[config.mk]
export PLATFORM = sky130hd
export DESIGN_NAME = usb_port_ctl
export DESIGN_NICKNAME = d
export VERILOG_FILES = /design/src/rtl/usb_port_ctl.sv
export SDC_FILE = /design/constraint.sdc
export NUM_CORES = 1
export LEC_CHECK = 0
export ABC_CLOCK_PERIOD_IN_PS = 4160
export BUFFER_PORTS_ARGS = -buffer_cell sky130_fd_sc_hd__buf_2
export CAP_MARGIN = 10
export CORE_ASPECT_RATIO = 1.2
export CORE_UTILIZATION = 45
export CTS_CLUSTER_DIAMETER = 100
export CTS_CLUSTER_SIZE = 30
export DETAILED_ROUTE_END_ITERATION = 10
export PLACE_DENSITY = 0.73
export SLEW_MARGIN = 10
export SYNTH_ARGS = -nofsm -noshare
export SYNTH_HDL_FRONTEND = slang
export SYNTH_SLANG_ARGS = --single-unit
[constraint.sdc]
create_clock -name clk -period 4.16 [get_ports clk]
set_input_delay 0.208 -clock clk [delete_from_list [all_inputs] [get_ports clk]]
set_output_delay 0.208 -clock clk [all_outputs]
set_load 0.1 [all_outputs]
[src/rtl/usb_port_ctl.sv]
module usb_port_ctl #(
  parameter int RST_CYCLES = 2_500_000,
  parameter int RSM_CYCLES = 1_000_000
) (
  input  logic       clk,
  input  logic       rst_n,
  input  logic       pwr,
  input  logic       pe_clr,
  input  logic       reg_wr,
  input  logic       wdata_rst,
  input  logic       wdata_susp,
  input  logic       wdata_res,
  input  logic [1:0] line_st,
  input  logic       xact_busy,
  input  logic       xact_end,
  output logic       pe,
  output logic       rst_bit,
  output logic       susp_bit,
  output logic       res_bit,
  output logic       pcd,
  output logic       drive_se0,
  output logic       drive_k,
  output logic       block_ds
);
  localparam int MAXC = (RST_CYCLES > RSM_CYCLES) ? RST_CYCLES : RSM_CYCLES;
  localparam int CW   = $clog2(MAXC + 1);
  localparam logic [CW-1:0] RST_LOAD = CW'(RST_CYCLES - 1);
  localparam logic [CW-1:0] RSM_LOAD = CW'(RSM_CYCLES - 1);
  localparam logic [1:0] LINE_J = 2'b01;
  localparam logic [1:0] LINE_K = 2'b10;

  typedef enum logic [2:0] {S_DIS, S_RST, S_EN, S_PEND, S_SUSP, S_RSM} st_t;

  st_t st, st_n;
  logic [CW-1:0] cnt, cnt_n;
  logic [1:0] line_q;
  logic pcd_n;

  wire jk_edge = (line_q == LINE_J) && (line_st == LINE_K);
  wire cnt_done = (cnt == '0);

  always_comb begin
    st_n  = st;
    cnt_n = cnt_done ? cnt : cnt - 1'b1;
    pcd_n = 1'b0;
    if (!pwr) begin
      st_n  = S_DIS;
      cnt_n = '0;
    end else if (reg_wr && wdata_rst) begin
      st_n  = S_RST;
      cnt_n = RST_LOAD;
    end else if (pe_clr && st != S_RST) begin
      st_n  = S_DIS;
      cnt_n = '0;
    end else begin
      case (st)
        S_RST:  if (cnt_done) st_n = S_EN;
        S_EN:   if (reg_wr && wdata_susp) st_n = xact_busy ? S_PEND : S_SUSP;
        S_PEND: if (xact_end) st_n = S_SUSP;
        S_SUSP: if (jk_edge || (reg_wr && wdata_res)) begin
                  st_n  = S_RSM;
                  cnt_n = RSM_LOAD;
                  pcd_n = jk_edge;
                end
        S_RSM:  if (cnt_done) st_n = S_EN;
        default: st_n = st;
      endcase
    end
  end

  always_ff @(posedge clk or negedge rst_n) begin
    if (!rst_n) begin
      st     <= S_DIS;
      cnt    <= '0;
      line_q <= 2'b00;
      pcd    <= 1'b0;
    end else begin
      st     <= st_n;
      cnt    <= cnt_n;
      line_q <= line_st;
      pcd    <= pcd_n;
    end
  end

  assign rst_bit   = pwr && (st == S_RST);
  assign res_bit   = pwr && (st == S_RSM);
  assign susp_bit  = pwr && (st == S_SUSP || st == S_RSM);
  assign pe        = pwr && (st == S_EN || st == S_PEND || st == S_SUSP || st == S_RSM);
  assign block_ds  = pwr && (st == S_SUSP || st == S_RSM);
  assign drive_se0 = rst_bit;
  assign drive_k   = res_bit;

  p_nopower_r8: assert property (@(posedge clk) disable iff (!rst_n)
    !pwr |-> !rst_bit && !susp_bit && !res_bit && !pe);
  p_susp_pe_r2: assert property (@(posedge clk) disable iff (!rst_n)
    susp_bit |-> pe);
  p_block_r4: assert property (@(posedge clk) disable iff (!rst_n)
    susp_bit |-> block_ds);
  p_pcd_pulse_r9: assert property (@(posedge clk) disable iff (!rst_n)
    pcd |=> !pcd);
  p_pcd_res_r5: assert property (@(posedge clk) disable iff (!rst_n)
    pcd && pwr |-> res_bit);
  p_drive_r10: assert property (@(posedge clk) disable iff (!rst_n)
    (drive_se0 == rst_bit) && (drive_k == res_bit));
  p_reset_exit_r1: assert property (@(posedge clk) disable iff (!rst_n)
    $fell(rst_bit) && pwr && $past(pwr) && !$past(reg_wr && wdata_rst) |-> pe && !susp_bit);
  p_res_exit_r6: assert property (@(posedge clk) disable iff (!rst_n)
    $fell(res_bit) && pwr && $past(pwr) && !$past(pe_clr) && !$past(reg_wr && wdata_rst)
    |-> pe && !susp_bit);
  p_pend_r3: assert property (@(posedge clk) disable iff (!rst_n)
    $rose(block_ds) && pwr && $past(pwr) && $past(pe) |-> $past(!xact_busy || xact_end));
endmodule

After elaboration in Yosys (flattened, before gate mapping)
Index checks and enable logic that the tools add are counted.
{"block": "totals", "register_bits": 28, "inputBits": 12, "wordCells": 55}
{"block": "op_classes", "add_sub_neg": 1, "eq_ne": 13, "n_mux": 20, "reduce_logical": 17}
{"operator": "22-bit 2-to-1 mux", "n": 6}
{"operator": "3-bit 2-to-1 mux", "n": 8}
{"operator": "22-bit logical NOT", "n": 1}
{"operator": "22-bit by 1-bit subtractor with 22-bit output, second input constant", "n": 1}
{"operator": "5-bit inequality test, second input constant", "n": 3}
{"operator": "3-bit one-hot mux with 4 select lines", "n": 1}
{"operator": "1-bit logical AND", "n": 9}
{"operator": "7-bit by 2-bit inequality test with 1-bit output, second input constant", "n": 1}
{"operator": "3-bit by 2-bit equality test with 1-bit output, second input constant", "n": 2}
{"operator": "3-bit equality test, second input constant", "n": 2}
{"operator": "1-bit logical OR", "n": 5}
{"operator": "1-bit 2-to-1 mux", "n": 5}
{"operator": "5-bit by 2-bit inequality test with 1-bit output, second input constant", "n": 1}
{"operator": "5-bit AND reduction", "n": 1}
{"operator": "3-bit by 1-bit equality test with 1-bit output, second input constant", "n": 1}
{"operator": "3-bit by 1-bit inequality test with 1-bit output, second input constant", "n": 1}
{"operator": "2-bit by 1-bit equality test with 1-bit output, second input constant", "n": 1}
{"operator": "2-bit equality test, second input constant", "n": 1}
{"operator": "2-bit OR reduction", "n": 1}

Logic depth before layout (Yosys ltp)
Gate-level depths: netlist of the first run.
{"block": "depth", "ltp_word": 8, "ltp_mapped": 7, "depth_no_buf": 6}

Worst setup path after synthesis of the first run
Ideal clock, no wire load.
{"block": "synth_path", "path_kind": "register to output", "start": "register st[1]", "end": "output pe", "t_arrival_ns": 2.877, "t_required_ns": 3.952, "path_slack_ns": 1.075, "stages_incl_launch_ff": 4, "path_cell_list": "dfrtp_1 > clkbuf_1 > nand2b_1 > a21boi_0"}
{"block": "synth_via", "elab_chain_len": 5, "word_cells_on_any_way": 8}
{"element": "start, declared", "line": "34", "rtl": "st_t st, st_n;"}
{"element": "start signal, assigned", "line": "78", "rtl": "st <= st_n;"}
{"element": "3-bit by 2-bit equality test with 1-bit output", "line": "88", "rtl": "assign pe = pwr && (st == S_EN || st == S_PEND || st == S_SUSP || st == S_RSM);"}
{"element": "1-bit logical OR (2 in series)", "line": "88"}
{"element": "1-bit logical OR (*)", "line": "88"}
{"element": "1-bit logical AND (*)", "line": "88"}
{"element": "end, declared", "line": "16", "rtl": "output logic pe,"}
Mark *: on every way between the ends. The rest lies on a longest branch, timed or not.

Worst setup path after layout of the first run
{"block": "layout_path", "start": "register cnt[18]", "end": "register cnt[4]"}
{"block": "layout_via", "elab_chain_len": 7}
{"element": "start, declared", "line": "35", "rtl": "logic [CW-1:0] cnt, cnt_n;"}
{"element": "start signal, assigned", "line": "79", "rtl": "cnt <= cnt_n;"}
{"element": "22-bit logical NOT (*)", "line": "40", "rtl": "wire cnt_done = (cnt == '0);"}
{"element": "22-bit 2-to-1 mux (*)", "line": "44", "rtl": "cnt_n = cnt_done ? cnt : cnt - 1'b1;"}
{"element": "22-bit 2-to-1 mux", "line": "60", "rtl": "S_SUSP: if (jk_edge || (reg_wr && wdata_res)) begin"}
{"element": "22-bit 2-to-1 mux (*)", "line": "56", "rtl": "case (st)"}
{"element": "22-bit 2-to-1 mux (*)", "line": "52", "rtl": "end else if (pe_clr && st != S_RST) begin"}
{"element": "22-bit 2-to-1 mux (*)", "line": "49", "rtl": "end else if (reg_wr && wdata_rst) begin"}
{"element": "22-bit 2-to-1 mux (*)", "line": "46", "rtl": "if (!pwr) begin"}
{"element": "net cnt_n[4]", "line": "35"}
The timed path passes the listed nets; every way through them passes the cells marked *.
A chain may end at the register's enable or synchronous reset.

==> results of run 1 <==
kinds of logic (layout without fill, tap and decap cells):
group                    count (synthesis)  in the layout  synth area share, %
AND/OR/NAND/NOR                         68             68                 24.5
AO/OA/AOI/OAI                           52             52                 20.6
flip-flops                              28             28                 41.0
buffers and inverters                   16             29                 4.76
XOR/XNOR                                14             14                 7.17
multiplexers                             2              2                 1.24
adder cells (fa/ha/maj)                  1              1                0.732
synthesized netlist by cell type, types with 5 or more instances:
| master | n |
|---|---|
| nor3_1 | 5 |
| xnor2_1 | 9 |
| clkbuf_1 | 5 |
| a31oi_1 | 5 |
| a21oi_1 | 18 |
| dfrtp_1 | 28 |
| nor2_1 | 12 |
| inv_1 | 5 |
| or4_1 | 5 |
| o21ai_0 | 5 |
| xor2_1 | 5 |
| nand2_1 | 10 |
worst max-delay path, delay by kind of cell, from the launching register on:
kind | cells | cell delay [ns]
AO/OA/AOI/OAI | 2 | 0.20
AND/OR/NAND/NOR | 2 | 1.20
flip-flops | 1 | 0.41
buffers and inverters | 1 | 0.28
XOR/XNOR | 1 | 0.18
worst paths after layout:
check	to	slack (ns)	cells past startpoint
setup / recovery	cnt[4]$_DFF_PN0_	1.77	6
hold / removal	line_q[0]$_DFF_PN0_	0.05	1
setup reg to reg	cnt[4]$_DFF_PN0_	1.77	6
hold reg to reg	cnt[21]$_DFF_PN0_	0.54	1
max in group asynchronous	cnt[21]$_DFF_PN0_	3.27	2
min in group asynchronous	cnt[11]$_DFF_PN0_	0.48	2
area by class of cell:
class | count | area [sq um]
fillers | 340 | 1770
multi-input cells | 137 | 927
flip-flops and latches | 28 | 701
repair buffers | 21 | 113
well taps | 52 | 65.1
clock buffers | 3 | 41.3
inverters | 5 | 18.8
registers in the layout, summed over array words and instances, names as in the netlist:
name	flops
pcd	1
cnt	22
st	3
line_q	2
per-layer routing:
layer	routed length, um	vias to the layer above
li1	-	700
met1	1770	668
met2	1720	38
met3	129	4
met4	40	0
met5	0	-
stage by stage:
step | utilization, % | cells | power (W)
after floorplan | - | 181 | 0.000929
after global placement | 49.9 | 242 | 0.00104
after detailed placement | 49.9 | 242 | 0.00104
after CTS | 51.3 | 246 | 0.00119
after global routing | 51.3 | 246 | 0.00128
final | 51.3 | 246 | 0.00119
power groups by stage:
stage	logic [W]	clock network (W)	registers, W
after floorplan	0.000546	0	0.000383
after global placement	0.000641	0	0.000396
after detailed placement	0.000646	0	0.000397
after CTS	0.000650	0.000145	0.000392
after global routing	0.000721	0.000157	0.000402
final	0.000654	0.000142	0.000392
==> results by group, run 1 <==
Clocking
  • CTS tree: built
  • Hold-fix buffers at CTS: 1
  • Clock slew seen by the registers of the worst setup and hold paths: around 0.090 ns
  • H-tree levels: 1
  • Sink Count: 28
  • Later-pin clock latency in the skew report: around 0.27 ns
  • Root cell of the clock tree: clkbuf_8
  • Post-CTS Resized: 0
  • TritonCTS Buffers: 3
  • Post-CTS setup buffers: 0
  • CTS max path bufs: 2

Place
  • Placer Congestion: slightly below 0.9
  • DP Area: approximately 0.0018 sq mm
  • Number of port buffers: 19
  • Detailed-placement wirelength estimate: roughly 2700 um
  • Pre-CTS setup slack: approximately 1.8 ns

Worst setup path
  • Reg2reg start: cnt[18]$_DFF_PN0_
  • Worst Path Max Fanout: 6
  • Crit-path cells: or4_4 > nor3_1 > buf_4 > a31oi_1 > xnor2_1 > a21oi_1
  • Critical path type: flip-flop to flip-flop
  • Max incr delay on CP: 0.64 ns
  • Crit-path slowest cell: nor3_1
  • Worst setup SP type: flip-flop
  • Critical Path Source: cnt[18]$_DFF_PN0_
  • CP endpoint kind: flip-flop
  • CP Data Arrival Time: around 2.5 ns
  • CP Data Required Time: between 4 and 5 ns

STA
  • Tmin final: ~2.4 ns
  • RSZ-0062 raised after global routing: false
  • WHS: roughly 0.054 ns
  • Slew HR: 45.9%
  • Setup tns final: 0 ns
  • Hold Violations, Final: 0
  • Fmax achieved: about 0.42 GHz
  • Fin crit share: around 58%
  • Least-Margin Pin Slew: approximately 0.80 ns
  • Setup violations, final: 0
  • Slew Viols, Final: 0
  • Setup slack after layout: between 1.5 and 2 ns
  • Clock skew: roughly 0.0016 ns

Yosys
  • Syn avg cell area: approximately 9.4 sq um
  • Cells after Synth: about 180
  • Mapped Area: 0.00171 sq mm
  • FF+latch count, synth: 28
  • EDFF count, synth: 0
  • Yosys cell types: 49
  • Synth top area share: between 40 and 50%
  • Largest cells by area after synthesis: dfrtp_1 41%, a21oi_1 5.3%, xnor2_1 4.6%
  • YS warnings: 0
  • Ys async rst share: 100%
  • Sequential area share after synthesis: around two fifths
  • Cell taking the most area after synthesis: dfrtp_1
  • Syn Nets: 194
  • Ys flop type: dfrtp_1

Pwr
  • Internal: between 0.0006 and 0.0007 W
  • Switch Pwr: 0.000555 W
  • Combinational power share: between 50% and 60%
  • Max IR drop VDD: 257 uV
  • Pwr Density: approximately 640 mW/mm^2
  • Seq pwr share: about a third
  • Leakage power: just under 0.8 nW
  • Clock power share: about an eighth
  • Switching Share: a little under half

Global route
  • Gr ovfl total: 0
  • Initial antenna violation count: 0
  • Global-route met2 utilization: a little under a third
  • First-pass GRT wire length: a little over 6000 um
  • GR Layer Usage met3: around 2.2%
  • Number of global-route vias before repair: 1,305
  • Gr usage total: roughly a fifth
  • GR Layer Usage met1: slightly below 30%
  • Largest net degree at the start of global routing: 29
  • Grt peak-use layer: met2

Floorplanning
  • DIE HEIGHT: just under 70 um
  • Core ar.: about 0.0036 sq mm
  • Std cell rows: 24
  • Die width: 58.3 um
  • Initial core utilization: about 47%
  • Io pins: 20
  • Die footprint: slightly above 0.004 sq mm

Routing
  • DR vias: about 1,400
  • Routed WL: between 3000 and 4000 um
  • Detailed Route Iter0 Violations: 92
  • Wire length per cell: ~15 um
  • Post-DRT Antenna Nets: 0
  • Residual DRC: 0
  • Drt pass-1 iters: 4
  • DR vias/cell: ~5.7

Outcome
  • Status: completed

Layout
  • Final instance area: 0.00187 sq mm
  • Layout cell share with drive strength beyond 1: about 16%
  • Diode count: 0
  • # nets final: 209
  • Leading cell type in the layout, fill and taps excluded: dfrtp_1
  • Area growth, synth to finish: 9.15%
  • Most frequent cells in the layout: 28 x dfrtp_1, 19 x buf_2, 18 x a21oi_1, 12 x nor2_1, 10 x nand2_1

Job
  • Total of max-cap violations: 0

Worst hold path
  • Hold Crit Class: primary input to flip-flop
  • Hold_sp: line_st[0]
Note: power is estimated with default switching activity, not from simulation.
==> inputs of run 2 (changes only) <==
ABC_CLOCK_PERIOD_IN_PS = 2360   (was 4160)
clock period = 2.36 ns   (was 4.16 ns; I/O delays follow)
==> results by group, run 2 (synthesis gave the netlist of run 1 again) <==
STA
  • Setup slack after layout: 0.182 ns
  • Fmax achieved: between 0.4 and 0.5 GHz
  • Setup tns final: 0 ns
  • WHS: between 0.2 and 0.3 ns
  • Slew Viols, Final: 0
  • Hold Violations, Final: 0
  • Slew HR: around three fifths
  • Clock skew: approximately 0.009 ns
  • Least-Margin Pin Slew: around 0.63 ns
  • Setup violations, final: 0
  • RSZ-0062 raised after global routing: false
  • Tmin final: around 2.2 ns
  • Fin crit share: roughly 92%

Layout
  • Leading cell type in the layout, fill and taps excluded: dfrtp_1
  • Largest regs: cnt x22, st x3, line_q x2
  • Diode count: 0
  • Layout cell share with drive strength beyond 1: slightly below 20%
  • # nets final: around 220
  • Register with the most flip-flops: cnt
  • # fillers: around 340
  • Most frequent cells in the layout: 28 x dfrtp_1, 19 x buf_2, 18 x a21oi_1, 11 x nor2_1, 10 x nand2_1
  • Fin cells: between 200 and 300
  • Max reg flops: 22
  • Area growth, synth to finish: 13.5%

Worst hold path
  • Hold Path End: st[2]$_DFFE_PN0P_
  • Hold Crit Class: primary input to flip-flop
  • Cells on Worst Hold Path: 4
  • Hold_sp: xact_busy

Pwr
  • Switching Share: 45.1%
  • Final Power: roughly 0.0022 W
  • Switch Pwr: 0.00100 W
  • Clock power share: roughly an eighth
  • Internal: about 0.0012 W
  • Leakage power: slightly above 0.8 nW
  • Seq pwr share: 31.1%
  • Combinational power share: between 50% and 60%
  • Max IR drop VDD: ~650 uV
  • Pwr Density: roughly 1100 mW/mm^2

Global route
  • Gr usage total: about a fifth
  • Number of global-route vias before repair: 1,459
  • Largest net degree at the start of global routing: 29
  • Gr ovfl total: 0
  • First-pass GRT wire length: around 6600 um
  • Initial antenna violation count: 0

Routing
  • Detailed Route Iter0 Violations: between 70 and 80
  • DR vias/cell: about 5.8
  • Wire length per cell: about 15 um
  • Drt pass-1 iters: 4
  • Routed WL: between 3000 and 4000 um
  • Residual DRC: 0
  • Post-DRT Antenna Nets: 0
  • DR vias: between 1,000 and 1,500

Place
  • Placer Congestion: just under 0.9
  • Detailed-placement wirelength estimate: between 2000 and 3000 um
  • Cell Count Post-Placement: approximately 250
  • Pre-CTS setup slack: around 0.18 ns
  • Number of port buffers: 19

Worst setup path
  • CP Data Arrival Time: about 2.4 ns
  • Crit-path cells: or4_4 > or3_1 > nor3_4 > mux2_1 > a21oi_1
  • Max incr delay on CP: 0.56 ns
  • CP Data Required Time: approximately 2.6 ns
  • Reg2reg start: cnt[18]$_DFF_PN0_
  • Worst Path Buf+Inv: 0
  • R2R depth: 5
  • Critical Path Source: cnt[18]$_DFF_PN0_
  • Critical path type: flip-flop to flip-flop
  • Worst setup SP type: flip-flop
  • FF-to-FF setup slack: between 0.15 and 0.2 ns
  • Crit Reg-Reg Endpoint: cnt[1]$_DFF_PN0_
  • CP endpoint kind: flip-flop
  • Crit-path slowest cell: or4_4
  • Worst Path Max Fanout: 8
  • Delay-heaviest family, CP: simple AND/OR/NAND/NOR gates

Clocking
  • CTS tree: built
  • H-tree levels: 1
  • Hold-fix buffers at CTS: 3
  • Clock slew seen by the registers of the worst setup and hold paths: about 0.10 ns
  • Later-pin clock latency in the skew report: about 0.27 ns
  • Root cell of the clock tree: clkbuf_8
  • Post-CTS setup buffers: 0
  • Sink Count: 28
  • Post-CTS Resized: 0
  • TritonCTS Buffers: 3
  • CTS max path bufs: 2

Floorplanning
  • Io pins: 20
  • Core ar.: about 0.0036 sq mm
  • Std cell rows: 24
  • Die width: 58.3 um
  • Die footprint: 0.00405 sq mm
  • Initial core utilization: between 40% and 50%
  • DIE HEIGHT: 69.5 um

Job
  • Total of max-cap violations: 0

Outcome
  • Status: completed
[run 2: cell count changes in the layout (fill, tap and decap cells not counted), sizes merged]
cell         delta
buf             +5
clkbuf          +1
dlygate4sd3     +2
[run 2: power groups by stage]
| stage | Combinational, W | Sequential (W) | Clock (W) |
|---|---|---|---|
| 2_1_floorplan | 0.000963 | 0.000675 | 0 |
| 3_3_place_gp | 0.00121 | 0.000697 | 0 |
| 3_5_place_dp | 0.00122 | 0.000700 | 0 |
| 4_1_cts | 0.00123 | 0.000690 | 0.000297 |
| 5_1_grt | 0.00136 | 0.000709 | 0.000317 |
| 6_report | 0.00124 | 0.000691 | 0.000292 |
[run 2: layout make-up]
cell class	instances	area [sq um]	area share (%)
Multi-Input combinational cell	137	930	47.9
Tap cell	52	65.1	3.35
Timing Repair Buffer	28	170	8.77
Clock buffer	4	55.1	2.84
Sequential cell	28	701	36.1
Inverter	5	18.8	0.968
[run 2: per-stage QoR]
stage / utilization [%] / area, sq um
final: 53.4 / 1940
after global routing: 53.4 / 1940
after CTS: 53.4 / 1940
after detailed placement: 51.0 / 1850
after global placement: 51.0 / 1850
after floorplan: - / 1710
[run 2: worst max-delay path by stage]
stage / to / slack (ns) / cells after the start
after global placement: cnt[0]$_DFF_PN0_ / 0.23 / 6
final: cnt[1]$_DFF_PN0_ / 0.18 / 5
after floorplan: pe / 0.11 / 3
after detailed placement: cnt[1]$_DFF_PN0_ / 0.18 / 5
after global routing: cnt[1]$_DFF_PN0_ / 0.02 / 6
after CTS: cnt[1]$_DFF_PN0_ / 0.16 / 5
[run 2: worst register-to-register path, stage by stage, from the launching register on]
cell and delay [ns]:
dfrtp_1 0.41, or4_4 0.56, or3_1 0.49, nor3_4 0.19, mux2_1 0.33, a21oi_1 0.14
[run 2: layer usage]
layer / vias up / wire length, um / track usage [%]
met2: 50 / 1890 / 35.4
met3: 4 / 197 / 3.92
met5: - / 0 / 0
met1: 702 / 1640 / 27.2
met4: 0 / 31 / 4.50
li1: 716 / - / -
